### config.mk
export PLATFORM = sky130hd
export DESIGN_NAME = tmr_channel
export DESIGN_NICKNAME = d
export VERILOG_FILES = /design/src/rtl/tmr_pkg.sv /design/src/rtl/tmr_prescale.sv /design/src/rtl/tmr_counter.sv /design/src/rtl/tmr_channel.sv
export SDC_FILE = /design/constraint.sdc
export NUM_CORES = 1
export LEC_CHECK = 0
export ABC_AREA = 1
export BUFFER_PORTS_ARGS = -buffer_cell sky130_fd_sc_hd__buf_4
export CAP_MARGIN = 20
export CELL_PAD_IN_SITES_DETAIL_PLACEMENT = 0
export CELL_PAD_IN_SITES_GLOBAL_PLACEMENT = 2
export CORE_MARGIN = 5
export CORE_UTILIZATION = 31
export DETAILED_ROUTE_END_ITERATION = 12
export GPL_TIMING_DRIVEN = 0
export PLACE_DENSITY_LB_ADDON = 0.1
export SETUP_SLACK_MARGIN = 0.2
export SLEW_MARGIN = 5
export SYNTH_ARGS = -nofsm -noshare
export SYNTH_HDL_FRONTEND = slang
export SYNTH_SLANG_ARGS = --single-unit
export TNS_END_PERCENT = 30
### constraint.sdc
create_clock -name clk -period 2.7 [get_ports clk]
set_clock_uncertainty 0.15 [all_clocks]
set_input_delay 0.54 -clock clk [delete_from_list [all_inputs] [get_ports clk]]
set_output_delay 0.54 -clock clk [all_outputs]
set_load 0.01 [all_outputs]
### src/rtl/tmr_pkg.sv
package tmr_pkg;
    localparam int BUS_W    = 32;
    localparam int EN_BIT   = 28;
    localparam int MODE_BIT = 24;
    localparam int IE_BIT   = 20;
    localparam int PEND_BIT = 16;

    typedef enum logic [1:0] {
        SEL_PERIOD = 2'd0,
        SEL_COUNT  = 2'd1,
        SEL_CTRL   = 2'd2,
        SEL_INTR   = 2'd3
    } reg_sel_e;

    typedef struct packed {
        logic        run;
        logic        wrap;
        logic [15:0] div;
    } ctrl_t;

    function automatic logic [15:0] last_phase(input logic [15:0] div);
        return (div < 16'd2) ? 16'd1 : div - 16'd1;
    endfunction
endpackage

### src/rtl/tmr_prescale.sv
module tmr_prescale #(
    parameter int DIV_W = 16
) (
    input  logic             clk,
    input  logic             rst,
    input  logic             run,
    input  logic             restart,
    input  logic [DIV_W-1:0] div,
    output logic             tick
);
    logic [DIV_W-1:0] phase_q;
    logic [DIV_W-1:0] last;

    always_comb begin
        last = (div < DIV_W'(2)) ? DIV_W'(1) : div - DIV_W'(1);
        tick = run && !restart && (phase_q == last);
    end

    always_ff @(posedge clk) begin
        if (rst || !run || restart || tick) phase_q <= '0;
        else                                phase_q <= phase_q + DIV_W'(1);
    end

    // divisor is at least two, so ticks never come back to back
    a_r3_tick_spacing: assert property (@(posedge clk) disable iff (rst)
        tick |=> !tick);
endmodule

### src/rtl/tmr_counter.sv
module tmr_counter #(
    parameter int CNT_W = 28
) (
    input  logic             clk,
    input  logic             rst,
    input  logic             tick,
    input  logic             wrap,
    input  logic             load,
    input  logic [CNT_W-1:0] load_val,
    input  logic [CNT_W-1:0] period,
    output logic [CNT_W-1:0] count,
    output logic             expire
);
    logic [CNT_W-1:0] nxt;

    always_comb begin
        nxt    = count + CNT_W'(1);
        expire = tick && !load && (nxt == period);
    end

    always_ff @(posedge clk) begin
        if (rst)          count <= '0;
        else if (load)    count <= load_val;
        else if (expire)  count <= wrap ? '0 : count;
        else if (tick)    count <= nxt;
    end
endmodule

### src/rtl/tmr_channel.sv
module tmr_channel
    import tmr_pkg::*;
#(
    parameter int CNT_W = 28,
    parameter int DIV_W = 16
) (
    input  logic              clk,
    input  logic              rst,
    input  logic              bus_sel,
    input  logic              bus_wr,
    input  logic [3:0]        bus_addr,
    input  logic [BUS_W-1:0]  bus_wdata,
    output logic [BUS_W-1:0]  bus_rdata,
    output logic              irq
);
    reg_sel_e         sel;
    logic             wr_period, wr_count, wr_ctrl, wr_intr;
    logic [CNT_W-1:0] period_q;
    logic             run_q, wrap_q;
    logic [DIV_W-1:0] div_q;
    logic             ie_q, pend_q;
    logic             tick, expire;
    logic [CNT_W-1:0] count;

    always_comb begin
        sel       = reg_sel_e'(bus_addr[3:2]);
        wr_period = bus_sel && bus_wr && (sel == SEL_PERIOD);
        wr_count  = bus_sel && bus_wr && (sel == SEL_COUNT);
        wr_ctrl   = bus_sel && bus_wr && (sel == SEL_CTRL);
        wr_intr   = bus_sel && bus_wr && (sel == SEL_INTR);
    end

    tmr_prescale #(.DIV_W(DIV_W)) u_pre (
        .clk(clk), .rst(rst), .run(run_q), .restart(wr_count),
        .div(div_q), .tick(tick)
    );

    tmr_counter #(.CNT_W(CNT_W)) u_cnt (
        .clk(clk), .rst(rst), .tick(tick), .wrap(wrap_q),
        .load(wr_count), .load_val(bus_wdata[CNT_W-1:0]),
        .period(period_q), .count(count), .expire(expire)
    );

    always_ff @(posedge clk) begin
        if (rst) begin
            period_q <= '0;
            run_q    <= 1'b0;
            wrap_q   <= 1'b0;
            div_q    <= '0;
            ie_q     <= 1'b0;
            pend_q   <= 1'b0;
        end else begin
            if (wr_period) period_q <= bus_wdata[CNT_W-1:0];
            if (wr_ctrl) begin
                run_q  <= bus_wdata[EN_BIT];
                wrap_q <= bus_wdata[MODE_BIT];
                div_q  <= bus_wdata[DIV_W-1:0];
            end else if (expire && !wrap_q) begin
                run_q  <= 1'b0;
            end
            if (wr_intr) ie_q <= bus_wdata[IE_BIT];
            if (expire)                              pend_q <= 1'b1;
            else if (wr_intr && bus_wdata[PEND_BIT]) pend_q <= 1'b0;
        end
    end

    always_comb begin
        bus_rdata = '0;
        unique case (sel)
            SEL_PERIOD: bus_rdata[CNT_W-1:0] = period_q;
            SEL_COUNT:  bus_rdata[CNT_W-1:0] = count;
            SEL_CTRL: begin
                bus_rdata[EN_BIT]      = run_q;
                bus_rdata[MODE_BIT]    = wrap_q;
                bus_rdata[DIV_W-1:0]   = div_q;
            end
            SEL_INTR: begin
                bus_rdata[IE_BIT]   = ie_q;
                bus_rdata[PEND_BIT] = pend_q;
            end
            default: bus_rdata = '0;
        endcase
        irq = pend_q && ie_q;
    end

    // pending only rises after a counter expiry
    a_r4_pend_source: assert property (@(posedge clk) disable iff (rst)
        $rose(pend_q) |-> $past(expire));
    // expiry wins over a simultaneous clear
    a_r9_set_wins: assert property (@(posedge clk) disable iff (rst)
        expire |=> pend_q);
    // repeat mode wraps the count to zero
    a_r5_wrap_zero: assert property (@(posedge clk) disable iff (rst)
        (expire && wrap_q) |=> (count == '0));
    // one-shot mode drops the enable and keeps the count
    a_r6_oneshot_halt: assert property (@(posedge clk) disable iff (rst)
        (expire && !wrap_q && !wr_ctrl) |=> (!run_q && $stable(count)));
    // a stopped timer keeps its count
    a_r2_frozen: assert property (@(posedge clk) disable iff (rst)
        (!run_q && !wr_count) |=> $stable(count));
    // a count write lands on the next edge
    a_r10_load: assert property (@(posedge clk) disable iff (rst)
        wr_count |=> (count == $past(bus_wdata[CNT_W-1:0])));
endmodule

# == Word level (Yosys, flattened, before mapping) ==
# Cells that the tools add are included.
# classes
add_sub_neg,3
order_cmp,1
n_eq_ne,6
n_mux,17
reduce_logical,23
# ops
operator,n
28-bit 2-to-1 mux,4
16-bit case mux with 3 select lines,1
"28-bit by 1-bit adder with 28-bit output, second input constant",1
28-bit == test,1
3-bit case mux with 2 select lines,3
"16-bit by 1-bit adder with 16-bit output, second input constant",1
16-bit == test,1
"16-bit by 2-bit less-than comparator with 1-bit output, second input constant",1
16-bit 2-to-1 mux,1
"16-bit by 1-bit subtractor with 16-bit output, second input constant",1
1-bit logical AND,12
1-bit case mux with 3 select lines,3
1-bit 2-to-1 mux,5
"2-bit == test, second input constant",2
2-bit nonzero test,2
1-bit zero test,3
1-bit logical OR,3
"3-bit by 2-bit inequality test with 1-bit output, second input constant",1
3-bit nonzero test,1
"2-bit by 1-bit == test with 1-bit output, second input constant",1
2-bit zero test,1
2-bit AND reduction,1
# totals
ff_bits,92
in_bits,40
word_cells,58

# == Longest topological paths before layout ==
# Gate-level depths: netlist of run 1.
# logic_depth
depth_word,10
ltp_mapped,20
ltp_nobuf,19

# == Modules after synthesis ==
# A second synthesis of run 1 with hierarchy kept.
# hier_totals
cells_unflattened,1208
area_unflattened_um2,6890.4
# modules_own_cells
mod,instances,cells_per_inst,area_per_inst_um2
tmr_counter,1,622,3098.0
tmr_channel,1,321,2204.6
tmr_prescale,1,265,1587.8

# == Worst setup path after synthesis of run 1 ==
# OpenSTA, ideal clock, no wires.
# synth_path
kind,reg2reg
start,register u_cnt.count[0]
end,register u_cnt.count[0]
t_arrival_ps,2201
required_ps,2437
path_slack_ps,236
stages_incl_launch_ff,20
path_buffers,1
period_less_slack_ps,2464
path_cell_list,dfxtp_1 ha_1 nand3_2 nor2_4 nand2_4 nor2_4 nand2_1 nand2_2 nand2_1 nand2_1 nand2_1 nor2_1 nand2_1 nor2_2 nand2_2 o21bai_4 buf_6 nand3_1 nand2_1 nor2_1
# synth_via
elab_chain_cells,5
elab_cells_between_ends,9
cone_classes,add/sub: 1; eq/ne: 2; mux: 3; reduce/logical: 3
# synth_lines
element,line,text
start: declaration,tmr_counter.sv:11,"output logic [CNT_W-1:0] count,"
start signal: assignment,tmr_counter.sv:23,else if (load) count <= load_val;
start signal: assignment,tmr_counter.sv:24,else if (expire) count <= wrap ? '0 : count;
start signal: assignment,tmr_counter.sv:25,else if (tick) count <= nxt;
28-bit by 1-bit adder with 28-bit output *,tmr_counter.sv:17,nxt = count + CNT_W'(1);
28-bit == test,tmr_counter.sv:18,expire = tick && !load && (nxt == period);
1-bit logical AND,tmr_counter.sv:18,
3-bit by 2-bit inequality test with 1-bit output (no line) (tied with other cells),-,
2-bit AND reduction (no line) or 28-bit 2-to-1 mux (tied branches),-,
# Mark *: on every way between the ends. The rest lies on a longest branch, timed or not. The select of a mux whose other input is x is not followed.
# A chain may end at the register's enable or synchronous reset.

# == Worst setup path after layout of run 1 ==
# layout_path
start,register u_cnt.count[0]
end,register u_cnt.count[8]
# The elaborated chain is that of the path after synthesis.

==> run summary, run 1 <==
In this run the remaining antenna-violating nets after routing total 0. The top fanout value on the critical path came out at 7. The number of buffers inserted for hold repair after clock tree synthesis came out at 0.

The top-area cell type share of the netlist area came out at 27.10%. The number of synthesized register bits came out at 92. The number of maximum-capacitance violations is 0.

The post-layout total power is around 0.0037 W. The number of buffers on the longest clock path is 2. After synthesis, the most frequently instantiated cells are nand2_1 (399), nor2_1 (191), nand3_1 (122).

By startpoint and endpoint, the worst setup path is classified as reg2reg. The most used flip-flop cell after synthesis is dfxtp_1. The starting density of the core came out at 31.34%. At the end of routability-driven placement, the weighted congestion stood at approximately 0.87. The finished cells cover approximately 8800 um2. The total number of placement rows came out at 54. The number of vias per cell is 4.996.

The post-route worst setup slack came out at -115.2 ps. The number of enable-type register cells in the synthesized netlist came out at 0. The post-place instance area is 7635 um2.

The register clock-pin slew on the reported worst setup and hold paths came out at 70 ps. The fraction of registers with async set or reset after synthesis is 0%. The total negative setup slack is -1995 ps. The floorplan die height is ~160 um. The area of the core came out at about 22,000 um2. The violation count after the first detailed-route iteration came out at approximately 620.

The number of buffers created by CTS came out at 9. In the post-synthesis netlist, the cell with the most instances is nand2_1. The post-synthesis to final-layout area growth is 29.53%.

In the routed design, unresolved DRC markers number 0. The pin count of the biggest net entering global routing is 17. The number of placed instances with taps included is around 1,500. The first-pass detailed-route iteration total came out at 5.

Data arrives at the worst endpoint at around 2900 ps. The first global-routing pass estimated 43,910 um of wire. The via count of the first global-routing pass came out at approximately 7,400.

The total global routing track utilization is 23.42%. The number of hold-slack violations in the final timing report came to 0. Clock tree synthesis selected as its root buffer the cell clkbuf_16. For this run, the post-layout net count is 1,346.

The die extent in x came out at roughly 160 um. The total overflow left after global routing is 0. The portion of the clock cycle consumed by the worst path in the final layout is 104.3%. The highest achievable clock rate is 0.3552 GHz.

The run finished, with violations left. Detailed routing placed a total of 13,520 um of wire on met2. The share of final-layout standard cells stronger than drive strength 1 is 21.48%. The transition time of the tightest slew-check pin is 766.9 ps. The pre-CTS worst setup slack is -624.5 ps. The H-tree was split into 3 levels. 0 antenna diodes ended up in the layout. In this run the mean area of a mapped cell was ~5.7 um2.

The final reports fail on setup timing. The count of cell types in the netlist came out at 38. The path class of the tightest hold or removal check is in2reg. The met1 layer wirelength in the final routing is around 14,000 um.

The biggest area contributor in the post-synthesis netlist is dfxtp_1. STA classifies the critical path endpoint as a flop. The number of top-level pins is 73. The maximum vdd drop came out at approximately 0.00027 V.

The routed wire length is slightly below 30,000 um. The post-synthesis instance area is approximately 6800 um2. The sequential cell area fraction in the yosys report is a little over a quarter.

The count of buffers inserted at the top-level ports is 64. The cell count after synthesis came out at ~1,200. The number of sinks handled by clock tree synthesis is 92. The initial antenna violation count is 0. The tightest slew margin relative to the limit came out at between 40 and 50%. Setup repair after global routing could not meet its margin everywhere. Summed over all cells, the static leakage comes to slightly above 4 nW. Summing over every cut layer, the via total after detailed routing is between 7,000 and 8,000.

The total power per unit cell area came out at ~420 nW/um2. For this run, the number of Yosys warnings is 0. The clock insertion delay at the later pin of the skew report is between 300 and 400 ps. In the post-synthesis netlist, the biggest area contributors are dfxtp_1 (27%), nand2_1 (22%), nor2_1 (11%). TritonCTS built the clock tree. The number of non-filler instances in the completed layout is around 1,600. Routed signal wires occupy layers up through met4.

The routed design could run at a clock period as short as 2815 ps. In the final routed layout, each cell accounts on average for roughly 18 um. The overall die area came out at between 20,000 and 25,000 um2. The number of max-slew violations in the final report was 0. STA classifies the critical path startpoint as a flop. The half-perimeter wire length after placement came out at 22,780 um.

The detailed route wirelength on metal3 came out at ~1400 um. The count of final setup violators came out at 28. The data required time of the worst path is ~2800 ps.
[area by class of cell]
class	count	area (um2)
Buffer	45	280.3
Clock buffer	10	229.0
Clock inverter	6	93.84
Fill cell	2488	12880
Inverter	127	481.7
Multi-Input combinational cell	938	4711
Sequential cell	92	1891
Tap cell	280	350.3
Timing Repair Buffer	90	767.0
[per-layer routing]
metal	track usage [%]	vias to the layer above
li1	-	4061
met1	33.46	3655
met2	37.52	191
met3	2.679	26
met4	6.296	0
met5	0	-
[state kept, by name (all words and copies together), names as in the netlist]
register and flops:
div_q 16, ie_q 1, pend_q 1, period_q 28, run_q 1, u_cnt.count 28, u_pre.phase_q 16, wrap_q 1
[where the power goes]
part           leakage [nW]  total, W  switching [W]  internal, W
sequential            0.761   0.00144      0.0000450      0.00140
combinational          3.12  0.000848       0.000550     0.000299
clock                 0.154   0.00144       0.000618     0.000822
total                  4.03   0.00373        0.00121      0.00252
[timing repair]
| item | 4_1_cts | 5_1_grt |
|---|---|---|
| cloned | 2 | 0 |
| buffers inserted | 19 | 5 |
| endpoints found under the setup margin | 67 | 66 |
| resized for setup | 91 | 100 |
| pin swaps | 24 | 34 |
[per-stage QoR]
step | utilization [%] | hold slack [ps]
6_report | 40.59 | 199.2
5_1_grt | 40.59 | 185.0
4_1_cts | 38.91 | 184.9
3_5_place_dp | 35.20 | 328.2
3_3_place_gp | 35.20 | 321.6
2_1_floorplan | - | 279.5
[worst max-delay path: stages (launching register included)]
cell,delay [ps]
dfxtp_4,390
inv_4,70
nor2_4,290
nand2_4,160
nand2_2,120
nand2_2,60
nand2_2,90
nand2_4,70
nor2_4,110
nand2_1,70
nor2_1,80
nand3_1,120
nor2_4,170
nand2_2,80
o21bai_4,150
buf_8,170
buf_8,130
nand3_2,70
nand2_2,80
nor2_2,40
[path summary, 6_finish.rpt]
kind	depth (start not counted)	slack (ps)	end	startpoint
max	19	-120	u_cnt.count[8]$_SDFFE_PP0P_	u_cnt.count[0]$_SDFFE_PP0P_
min	2	200	pend_q$_SDFFE_PP0P_	rst
max reg2reg	19	-120	u_cnt.count[8]$_SDFFE_PP0P_	u_cnt.count[0]$_SDFFE_PP0P_
min reg2reg	2	330	pend_q$_SDFFE_PP0P_	pend_q$_SDFFE_PP0P_
[layout by cell type, fill, tap and decap left out, types with 7 or more instances in the layout]
master	n
dfxtp_2	24
nand3_1	106
clkbuf_16	9
o22ai_1	8
buf_6	9
o21ai_1	7
nand2_2	29
inv_1	119
nand4_1	21
nor3_1	8
o221ai_1	15
nor2_1	156
nand2_1	372
nand2_4	8
nand3_2	16
clkbuf_1	23
nor2_4	24
dfxtp_1	63
a21oi_1	57
buf_4	85
nor2_2	24
o21ai_0	49
[cell families after synthesis]
kind of cell | share of synthesized area [%]
buf+inv | 10.27
simple gates | 48.29
flops | 27.10
fa+ha+maj | 0.5523
xor+xnor | 1.454
other cells | 0.05518
compound gates | 12.28
Note: power is estimated with default switching activity, not from simulation.
==> run 2: changes to the inputs <==
SYNTH_HIERARCHICAL = 1   (was unset)
==> run 2 against run 1 <==
  * The flow still finishes with violations (setup timing)
  * Clock power shrank 8%
  * Synthesized cell count grew 0.67%
  * Register-to-register slack lost 940 ps
  * Core utilization grew 0.61 points
  * Sequential share of layout area shrank 0.35 points
  * Combinational power grew 6.7%
  * Routed wire length shrank 4.2%
  * First-iteration DRC count shrank 11%
  * Clock-buffer cell count grew 2
  * Critical path type unchanged
  * Critical endpoint is now u_cnt/count[27]$_SDFFE_PP0P_
==> run summary, run 2 <==
The flow ran to the end, but the final reports show violations. The final reports fail on setup timing. The multi-input combinational cells in the finished layout cover a total of around 4700 um2. The number of max-slew violations in the final report is 0. The register clock-pin slew on the reported worst setup and hold paths came out at 70 ps. Sorting the synthesized cells by area gives the leading types as dfxtp_1 (27%), nand2_1 (23%), nor2_1 (14%). For this design the ratio of total power to cell area is a little over 400 nW/um2. The count of buffers inserted at the top-level ports is 64. The final period demand of the worst path came out at around 3800 ps. The floorplan die height came out at approximately 160 um. Detailed routing inserted a total of roughly 7,700 vias. The share of final-layout standard cells stronger than drive strength 1 is around a fifth. The library cells used most frequently in the layout, excluding fill and tap cells, are nand2_1 (414), nor2_1 (241), buf_4 (104).

The overall die area came out at around 25,000 um2. The initial antenna violation count was 0. The number of synthesized register bits came out at 92. The DRC violation count after routing is 0. For the worst setup path, the data required time is roughly 2800 ps. The mean cell area of the mapped netlist came out at between 5 and 6 um2. For this block, wires on met1 add up to approximately 14,000 um. The cell sitting at the root of the clock tree is a clkbuf_16.

Of the synthesized area, sequential elements account for 26.73%. In the final layout, the registers with the most flip-flops are period_q x28, u_cnt/count x28. Setup repair after global routing could not meet its margin everywhere. The type of destination of the critical path is a flop. Wire segments on met3 add up to about 1000 um in the final route. For this design, the slowest cell found on the critical path is dfxtp_4.

The initialized floorplan defines 54 standard-cell rows. The violation count after the first detailed-route iteration is roughly 550. The post-route worst setup slack came out at -1055 ps.

The most frequent cell after synthesis is nand2_1. Setup violations remaining at the end of the flow were counted as 46. TritonCTS built the clock tree. The antenna diode count is 0. At the end of routability-driven placement, the weighted congestion stood at 0.9072. The critical path class is reg2reg. The tightest slew margin relative to the limit is between 40% and 50%.

The highest achievable clock rate is between 0.2 and 0.3 GHz. The worst min-delay path class is in2reg. The most common library cell in the layout ignoring fill and taps is nand2_1. CTS built an H-tree with a depth of 3.

Entering global routing, the biggest net connects 15 pins. The first global-routing pass estimated around 43,000 um of wire. The number of hold-slack violations in the final timing report came out at 0. The critical path contains buffers and inverters numbering 4 combined. The number of enable-type register cells in the synthesized netlist is 0. The number of sinks handled by clock tree synthesis came out at 92.

The number of maximum-capacitance violations is 0. Summed over all layers, the global routing overflow is 0. The worst setup path is launched from a flop. The area of the core came out at roughly 22,000 um2.

The arrival time of the worst setup path came out at a little under 4000 ps. Dividing the final minimum period by the clock period gives 139.1%. The largest stage delay on the critical path is between 300 and 400 ps. The transition time of the tightest slew-check pin came out at 823.2 ps. The number of warnings printed during yosys synthesis came out at 6. In this design, the critical path's most frequently occurring cell is nor2_4.

The number of top-level pins is 73. The count of cell types in the netlist came out at 38. After synthesis the cells add up to between 6000 and 7000 um2. Counting tap cells, the placed design contains a total of 1,554 instances. The post-synthesis to final-layout area growth came out at 30.51%. The die is roughly 160 um wide.

Global routing used between 20% and 30% of the available tracks. The amount of wire on met2 after detailed routing is around 12,000 um. dfxtp_1 takes more of the synthesized area than any other cell. After detailed routing, the average wire length per cell comes to 17.32 um.

Synthesis produced a netlist whose cell count is about 1,200. Of the post-synthesis cell area, the dominant cell type holds approximately a quarter. Measured on the finished design, the core utilization comes to approximately 40%. Excluding fillers, the count of instances in the completed layout stands at 1,621. The fraction of registers with async set or reset after synthesis is 0%. The first-pass detailed-route iteration total came out at 5.

Counting the fill cells in the layout gives about 2,500. The leakage component of the power came out at roughly 4.2 nW. The clock reaches the later pin of the worst-skew pair after around 350 ps. By count the netlist is led by nand2_1 (431), nor2_1 (255), inv_1 (107). Wires add up to between 20,000 and 30,000 um. The clock passes through at most 2 buffers. The highest metal layer carrying signal wires in the routed design is met4. The starting density of the core came out at 31.57%.

The total negative setup slack came out at -42,080 ps. The count of nets after finishing is about 1,400. Along the worst path, the maximum fanout reaches 8.

The storage element area came out at 1899 um2. The number of vias per cell came out at 4.774. On the critical path the largest part of the delay comes from simple AND/OR/NAND/NOR gates. The count of nets left with antenna violations once routing finished came out at 0.

The half-perimeter wire length after placement came out at around 21,000 um. The worst-case IR drop observed on VDD is roughly 0.00025 V. The via count of the first global-routing pass is between 7,000 and 8,000. For this run, the leading register cell type out of synthesis is dfxtp_1. The number of buffers created by CTS came out at 9.
==> run 2: cell count changes in the layout (fill, tap and decap cells not counted), sizes merged, moves of 13 or more <==
cell,change
nand3,-34
inv,-18
o221ai,-19
xor2,+13
nor2,+79
a21oi,-46
nand2,+33
buf,+27
nand3b,+15
==> run 2: layout make-up <==
type,count,share of cell area [%]
Sequential cell,92,21.12
Timing Repair Buffer,114,11.35
Clock inverter,4,0.5426
Buffer,39,3.757
Inverter,110,4.647
Tap cell,280,3.896
Clock buffer,12,2.741
Multi-Input combinational cell,970,51.94
==> run 2: layer usage <==
| layer | global-route usage [%] | vias to the layer above |
|---|---|---|
| li1 | - | 4011 |
| met1 | 32.07 | 3566 |
| met2 | 33.15 | 141 |
| met3 | 2.252 | 20 |
| met4 | 5.079 | 0 |
| met5 | 0 | - |
==> run 2: kinds of logic (layout without fill, tap and decap cells) <==
kind of cell	Yosys count	count (layout)	synth area share [%]
and+or+nand+nor	861	862	52.79
buffers and inverters	149	279	9.842
DFF	92	92	26.73
AOI/OAI and AO/OA	77	77	6.247
xor gates and xnor gates	25	25	3.795
adders and majority gates	3	3	0.5448
other	1	3	0.05442
==> run 2: what timing repair did <==
item                                    in CTS  in global routing
gates cloned                                 2                  5
gates resized for setup                     60                 65
pin swaps                                   23                 26
hold buffers                                 0                  0
buffers inserted                            33                 11
endpoints found under the setup margin      44                 62
==> run 2: power by group <==
group	internal [W]	switching [W]
registers	0.00139	0.0000589
clock network	0.000744	0.000576
logic	0.000376	0.000529
==> run 2: stage by stage <==
step                hold WS [ps]  power (W)  worst slack (ps)  cell area, um2
floorplan                  296.1   0.001960            -316.8            6942
global placement           329.4   0.002218             -1565            7772
detailed placement         334.6   0.002219             -1558            7772
CTS                        270.6   0.003613            -998.1            8554
global route               291.9   0.003873             -1259            8992
finish                     279.5   0.003671             -1055            8992
==> run 2: worst reg2reg max path: cells and delay by family, from the launching register on <==
kind                   cells  cell delay, ps
AO/OA/AOI/OAI              1             120
flip-flops                 1             380
AND/OR/NAND/NOR           23            2470
buffers and inverters      4             540
==> run 2: worst paths after layout <==
| path | start | end | slack (ps) | cells after the start |
|---|---|---|---|---|
| worst max-delay path | div_q[3]$_SDFFE_PP0P_ | u_cnt/count[27]$_SDFFE_PP0P_ | -1050 | 28 |
| worst min-delay path | bus_wdata[21] | period_q[21]$_SDFFE_PP0P_ | 280 | 3 |
| worst max register to register | div_q[3]$_SDFFE_PP0P_ | u_cnt/count[27]$_SDFFE_PP0P_ | -1050 | 28 |
| worst min register to register | pend_q$_SDFFE_PP0P_ | pend_q$_SDFFE_PP0P_ | 340 | 2 |
